[src/rtl/gpb_pkg.sv]
package gpb_pkg;
    localparam int PORT_W    = 8;
    localparam int NUM_PORTS = 2;
    localparam int PIN_N     = PORT_W * NUM_PORTS;

    localparam logic [7:0] LDEV_IO       = 8'h07;
    localparam logic [7:0] LDEV_MODE     = 8'h0F;
    localparam logic [7:0] IDX_ENABLE    = 8'h30;
    localparam logic [7:0] IDX_IO_BASE   = 8'hE0;
    localparam logic [7:0] IDX_MODE_BASE = 8'hE0;

    // register slot inside one port's group of four
    typedef enum logic [1:0] {
        FLD_DIR  = 2'd0,
        FLD_DAT  = 2'd1,
        FLD_INV  = 2'd2,
        FLD_STAT = 2'd3
    } io_fld_e;

    typedef struct packed {
        logic [PORT_W-1:0] dir;
        logic [PORT_W-1:0] dat;
        logic [PORT_W-1:0] inv;
        logic [PORT_W-1:0] od;
    } port_regs_t;

    typedef struct packed {
        logic dir;
        logic dat;
        logic inv;
        logic od;
    } port_wr_t;

    function automatic logic [7:0] io_index(input int p, input io_fld_e f);
        return IDX_IO_BASE + 8'(4 * p) + 8'(f);
    endfunction

    function automatic logic [7:0] mode_index(input int p);
        return IDX_MODE_BASE + 8'(p);
    endfunction
endpackage

[src/rtl/gpb_sync.sv]
module gpb_sync #(
    parameter int WIDTH  = 16,
    parameter int STAGES = 2
) (
    input  logic             clk,
    input  logic             rst,
    input  logic [WIDTH-1:0] d,
    output logic [WIDTH-1:0] q
);
    logic [WIDTH-1:0] stage_q [STAGES];

    always_ff @(posedge clk) begin
        if (rst) begin
            for (int s = 0; s < STAGES; s++) stage_q[s] <= '0;
        end else begin
            stage_q[0] <= d;
            for (int s = 1; s < STAGES; s++) stage_q[s] <= stage_q[s-1];
        end
    end

    assign q = stage_q[STAGES-1];
endmodule

[src/rtl/gpb_port.sv]
module gpb_port
    import gpb_pkg::*;
(
    input  logic              clk,
    input  logic              rst,
    input  logic              port_en,
    input  port_wr_t          wr,
    input  logic [7:0]        wdata,
    input  logic [PORT_W-1:0] lvl_sync,
    output port_regs_t        regs,
    output logic [PORT_W-1:0] dat_rd,
    output logic [PORT_W-1:0] pad_out,
    output logic [PORT_W-1:0] pad_oe
);
    port_regs_t        regs_q;
    logic [PORT_W-1:0] eff;

    always_ff @(posedge clk) begin
        if (rst) begin
            regs_q.dir <= '1;
            regs_q.dat <= '0;
            regs_q.inv <= '0;
            regs_q.od  <= '0;
        end else begin
            if (wr.dir) regs_q.dir <= wdata[PORT_W-1:0];
            if (wr.dat) regs_q.dat <= wdata[PORT_W-1:0];
            if (wr.inv) regs_q.inv <= wdata[PORT_W-1:0];
            if (wr.od)  regs_q.od  <= wdata[PORT_W-1:0];
        end
    end

    assign regs   = regs_q;
    assign eff    = regs_q.dat ^ regs_q.inv;
    // input pins report the pad, output pins report the latch; inversion on both
    assign dat_rd = ((regs_q.dir & lvl_sync) | (~regs_q.dir & regs_q.dat)) ^ regs_q.inv;

    for (genvar i = 0; i < PORT_W; i++) begin : g_pad
        always_comb begin
            pad_out[i] = regs_q.od[i] ? 1'b0 : eff[i];
            pad_oe[i]  = port_en && !regs_q.dir[i] && (!regs_q.od[i] || !eff[i]);
        end
    end
endmodule

[src/rtl/gpb_bank.sv]
module gpb_bank
    import gpb_pkg::*;
#(
    parameter int SYNC_STAGES = 2
) (
    input  logic             clk,
    input  logic             rst,
    input  logic [7:0]       cfg_ldev,
    input  logic [7:0]       cfg_idx,
    input  logic             cfg_we,
    input  logic [7:0]       cfg_wdata,
    output logic [7:0]       cfg_rdata,
    input  logic [PIN_N-1:0] pin_in,
    output logic [PIN_N-1:0] pin_out,
    output logic [PIN_N-1:0] pin_oe
);
    logic [PIN_N-1:0]     lvl_sync;
    logic [NUM_PORTS-1:0] en_q;
    port_wr_t             wr_sel [NUM_PORTS];
    port_regs_t           regs   [NUM_PORTS];
    logic [PORT_W-1:0]    dat_rd [NUM_PORTS];
    logic [PIN_N-1:0]     dir_flat;
    logic [PIN_N-1:0]     od_flat;
    logic                 in_io;
    logic                 in_mode;

    assign in_io   = (cfg_ldev == LDEV_IO);
    assign in_mode = (cfg_ldev == LDEV_MODE);

    gpb_sync #(.WIDTH(PIN_N), .STAGES(SYNC_STAGES)) u_sync (
        .clk (clk),
        .rst (rst),
        .d   (pin_in),
        .q   (lvl_sync)
    );

    always_ff @(posedge clk) begin
        if (rst)
            en_q <= '0;
        else if (cfg_we && in_io && cfg_idx == IDX_ENABLE)
            en_q <= cfg_wdata[NUM_PORTS-1:0];
    end

    for (genvar p = 0; p < NUM_PORTS; p++) begin : g_port
        assign wr_sel[p].dir = cfg_we && in_io   && cfg_idx == io_index(p, FLD_DIR);
        assign wr_sel[p].dat = cfg_we && in_io   && cfg_idx == io_index(p, FLD_DAT);
        assign wr_sel[p].inv = cfg_we && in_io   && cfg_idx == io_index(p, FLD_INV);
        assign wr_sel[p].od  = cfg_we && in_mode && cfg_idx == mode_index(p);

        gpb_port u_port (
            .clk      (clk),
            .rst      (rst),
            .port_en  (en_q[p]),
            .wr       (wr_sel[p]),
            .wdata    (cfg_wdata),
            .lvl_sync (lvl_sync[p*PORT_W +: PORT_W]),
            .regs     (regs[p]),
            .dat_rd   (dat_rd[p]),
            .pad_out  (pin_out[p*PORT_W +: PORT_W]),
            .pad_oe   (pin_oe[p*PORT_W +: PORT_W])
        );

        assign dir_flat[p*PORT_W +: PORT_W] = regs[p].dir;
        assign od_flat[p*PORT_W +: PORT_W]  = regs[p].od;
    end

    // status slots and unmapped indices fall through to zero
    always_comb begin
        cfg_rdata = '0;
        if (in_io) begin
            if (cfg_idx == IDX_ENABLE) cfg_rdata = 8'(en_q);
            for (int p = 0; p < NUM_PORTS; p++) begin
                if (cfg_idx == io_index(p, FLD_DIR)) cfg_rdata = regs[p].dir;
                if (cfg_idx == io_index(p, FLD_DAT)) cfg_rdata = dat_rd[p];
                if (cfg_idx == io_index(p, FLD_INV)) cfg_rdata = regs[p].inv;
            end
        end else if (in_mode) begin
            for (int p = 0; p < NUM_PORTS; p++)
                if (cfg_idx == mode_index(p)) cfg_rdata = regs[p].od;
        end
    end
endmodule

[config.mk]
export PLATFORM = sky130hd
export DESIGN_NAME = gpb_bank
export DESIGN_NICKNAME = d
export VERILOG_FILES = /design/src/rtl/gpb_pkg.sv /design/src/rtl/gpb_sync.sv /design/src/rtl/gpb_port.sv /design/src/rtl/gpb_bank.sv
export SDC_FILE = /design/constraint.sdc
export NUM_CORES = 1
export LEC_CHECK = 0
export ABC_AREA = 0
export CAP_MARGIN = 10
export CORE_ASPECT_RATIO = 1.1
export CORE_MARGIN = 4
export CORE_UTILIZATION = 58
export CTS_CLUSTER_SIZE = 28
export DETAILED_ROUTE_END_ITERATION = 10
export GPL_ROUTABILITY_DRIVEN = 0
export HOLD_SLACK_MARGIN = 0.1
export MAX_ROUTING_LAYER = met4
export PLACE_DENSITY = 0.93
export SETUP_SLACK_MARGIN = 0.4
export SLEW_MARGIN = 30
export SYNTH_ARGS = -nofsm -noshare
export SYNTH_HDL_FRONTEND = slang
export SYNTH_HIERARCHICAL = 1
export SYNTH_SLANG_ARGS = --single-unit
[constraint.sdc]
create_clock -name clk -period 5.1 [get_ports clk]
set_clock_uncertainty 0.1 [all_clocks]
set_input_delay 0.765 -clock clk [delete_from_list [all_inputs] [get_ports clk]]
set_output_delay 0.765 -clock clk [all_outputs]
set_load 0.005 [all_outputs]
==> impl_metrics.yaml <==
worst_setup_path:
  required_ns: 4.24
  rr_startpoint: "en_q[0]"
  r2r-end: "en_q[0]"
  startpoint_type: "input port"
  crit_type: "input port to output pin"
  rr_worst_depth: 2
  arrival_ns: 3.60
  reg2reg_slack_ns: 4.08
  crit_fanout: 6
  end_kind: "output pin"
die:
  ios: 83
  start_util_pct: 59.2
  dieWidth_um: 95.9
  die_area_mm2: 0.0100
  fp-row-count: 35
  core_area_mm2: 0.00832
  die_y_um: 105
logic_synthesis:
  synthFlopType: "dfxtp_1"
  synth_cell_types: 43
  synth.top_cell.area_share_pct: 39.8
  async_reset_ff_share_pct: 0
  synth_top_family_by_area: "multiplexers"
  synth_edf_count: 0
  yosys.area_share.simple_pct: 15.9
  synth_mux_area_share_pct: 16.6
  ys_seq_area_share_pct: 39.8
  synth-compound-area-share_pct: 12.8
  avgSynthCellArea_um2: 9.07
  yosys_warnings: 6
  synth_top_cell_by_area: "dfxtp_1"
  synth_area_leaders: "dfxtp_1 (40%), mux2i_1 (15%), nor2_1 (6.0%)"
  synth_seq_cells: 98
  synth_xor_area_share_pct: 5.69
  synth_fp_nets: 586
  synth.cell_area_mm2: 0.00493
  netlist_instances: 543
  synthAdderAreaFrac_pct: 0
cts:
  clk_path_buf_depth: 2
  ctsHoldBuffers: 0
  h-tree-depth: 3
  tritoncts_num_sinks: 98
  cts-root-buf: "clkbuf_8"
  clk_pin_slew_ns: 0.09
  cts_buffers: 9
  cts_tree: "done"
  postCtsSetupBuffers: 0
  cts_resized: 0
  worstSkewPairLatency_ns: 0.36
timing:
  maxSlewHeadroom_pct: 52.2
  rsz0062_at_grt: "false"
  setup_viol: 0
  max_freq_ghz: 0.224
  min_period_ns: 4.46
  hold_violations: 0
  setup_tns_ns: 0
  fin_crit_sh_pct: 87.5
  tightest_slew_ns: 0.716
  drv_slew: 0
cells_and_area:
  multi_input_area_mm2: 0.00252
  layout-drive-gt1-share_pct: 6.32
  diodes: 0
  register_area_mm2: 0.00196
  synthToLayoutAreaGrowth_pct: 19.5
  layout.nets: 640
  fin_area_mm2: 0.00588
  fillers: 608
grt:
  grt_use_met2_pct: 45.3
  use_met3_pct: 5.47
  grt_max_degree: 44
  grt_first_pass_wirelength_mm: 20.6
  overflow: 0
  use_met1_pct: 30.9
  antenna_found_initial: 0
  grt_pass1_vias: 4192
  grt.busiest_layer: "met2"
  grt.total_usage_pct: 26.9
route:
  post_drt_wl_per_cell_um: 18.2
  wl_mm: 13.0
  remaining_drc_errors: 0
  vias_per_cell: 5.77
  dr.pass1.iters: 5
  drtAntennaViolNets: 0
  num_vias: 4106
  drtIter0Drc: 343
pwr:
  p_int_mw: 1.16
  p_seq_share_pct: 52.2
  p_per_area_mw_per_mm2: 254
  clockPowerShare_pct: 40.2
  vdd_drop_max_uv: 208
  p_sw_share_pct: 22.5
  combPwrFrac_pct: 7.6
  switchingPower_mw: 0.337
  leakagePower_nw: 2.34
placement:
  post-dp-hpwl_mm: 8.99
  place_area_mm2: 0.00564
  io_buffers: 82
min_path:
  hold_path_class: "flop to flop"
  min_path_cells: 1
  whs_endpoint: "u_sync/stage_q[0][28]"
  worstHoldStart: "u_sync/stage_q[0][12]"
status:
  status: "finished clean"
flow_run:
  cap_violations: 0
[placed cells by master, fill, tap and decap left out, types with 13 or more instances in the layout]
cell type	Yosys	final
inv_1	37	37
mux2i_1	76	76
nor2b_1	36	36
xnor2_1	32	32
o21ai_0	13	13
o211ai_1	16	16
nand2_1	24	24
nor2_1	79	74
o211a_1	16	16
dfxtp_1	98	98
clkdlybuf4s50_1	0	81
[kinds of logic after synthesis]
group,Yosys count
simple gates,165
flops,98
compound gates,82
xor+xnor,32
mux,81
buf+inv,85
[area by class of cell]
type                       count  share of cell area, %
clock inverter                 6                   1.96
multi-input combinational    360                   42.9
tap                          111                   2.36
clock buffer                   9                   2.11
sequential                    98                   33.3
timing repair buffer          91                   15.0
inverter                      37                   2.36
[synthesized netlist by cell type (2+ instances only)]
cell / n
a211o_1: 3
a211oi_1: 2
a21boi_1: 3
a21oi_1: 7
a221oi_1: 5
a22o_1: 3
a22oi_1: 4
and3_1: 2
buf_1: 2
buf_2: 11
buf_4: 25
buf_6: 2
clkbuf_1: 5
clkbuf_2: 2
dfxtp_1: 98
inv_1: 37
mux2_2: 5
mux2i_1: 76
nand2_1: 24
nand2b_1: 2
nand3_1: 4
nand4b_1: 2
nor2_1: 79
nor2b_1: 36
nor3_1: 8
o211a_1: 16
o211ai_1: 16
o211ai_2: 2
o21ai_0: 13
o221ai_1: 3
o22ai_1: 3
xnor2_1: 32
[per-stage QoR]
stage | worst slack, ns | total power [mW] | util [%] | hold WS [ns] | cells
after global placement | 0.761 | 0.903 | 67.7 | 0.318 | 697
after floorplan | 1.88 | 0.858 | - | 0.314 | 543
after global routing | 0.575 | 1.54 | 70.7 | 0.359 | 712
final | 0.639 | 1.49 | 70.7 | 0.346 | 712
after CTS | 0.684 | 1.49 | 70.6 | 0.348 | 712
after detailed placement | 0.713 | 0.907 | 67.8 | 0.324 | 697
[per-layer routing]
metal  vias up  share of wire, %  routed length (µm)
li1       1931                 -                   -
met1      1941                38                4970
met2       200                51                6590
met3        34               7.9                1020
met4         0               2.8                 366
met5         -                 0                   0
[how the worst max path moves through the flow]
stage | from | cells past startpoint | to | slack [ns]
after CTS | cfg_ldev[5] | 7 | cfg_rdata[2] | 0.68
after floorplan | cfg_ldev[5] | 6 | cfg_rdata[2] | 1.88
after global routing | cfg_ldev[5] | 7 | cfg_rdata[2] | 0.58
final | cfg_ldev[5] | 7 | cfg_rdata[2] | 0.64
after global placement | cfg_idx[5] | 7 | cfg_rdata[2] | 0.76
after detailed placement | cfg_ldev[5] | 7 | cfg_rdata[2] | 0.71
[sequential cells by signal (all words and copies together) (netlist names)]
name,count
u_sync/stage_q,32
en_q,2
g_port.u_port/regs,64
[worst max-delay path, cell delays in order]
cell and delay (ns):
clkdlybuf4s50_1 0.43, or4_4 0.55, or4_1 0.59, a211o_1 0.30
a21boi_1 0.13, o221ai_1 0.26, clkdlybuf4s50_1 0.56
[power groups by stage]
stage	Clock [mW]	Combinational (mW)	Sequential, mW
after global routing	0.634	0.120	0.781
after global placement	0	0.106	0.797
after CTS	0.601	0.112	0.780
final	0.600	0.113	0.780
after floorplan	0	0.0621	0.796
after detailed placement	0	0.110	0.797
Power figures use the tool's default switching activity.
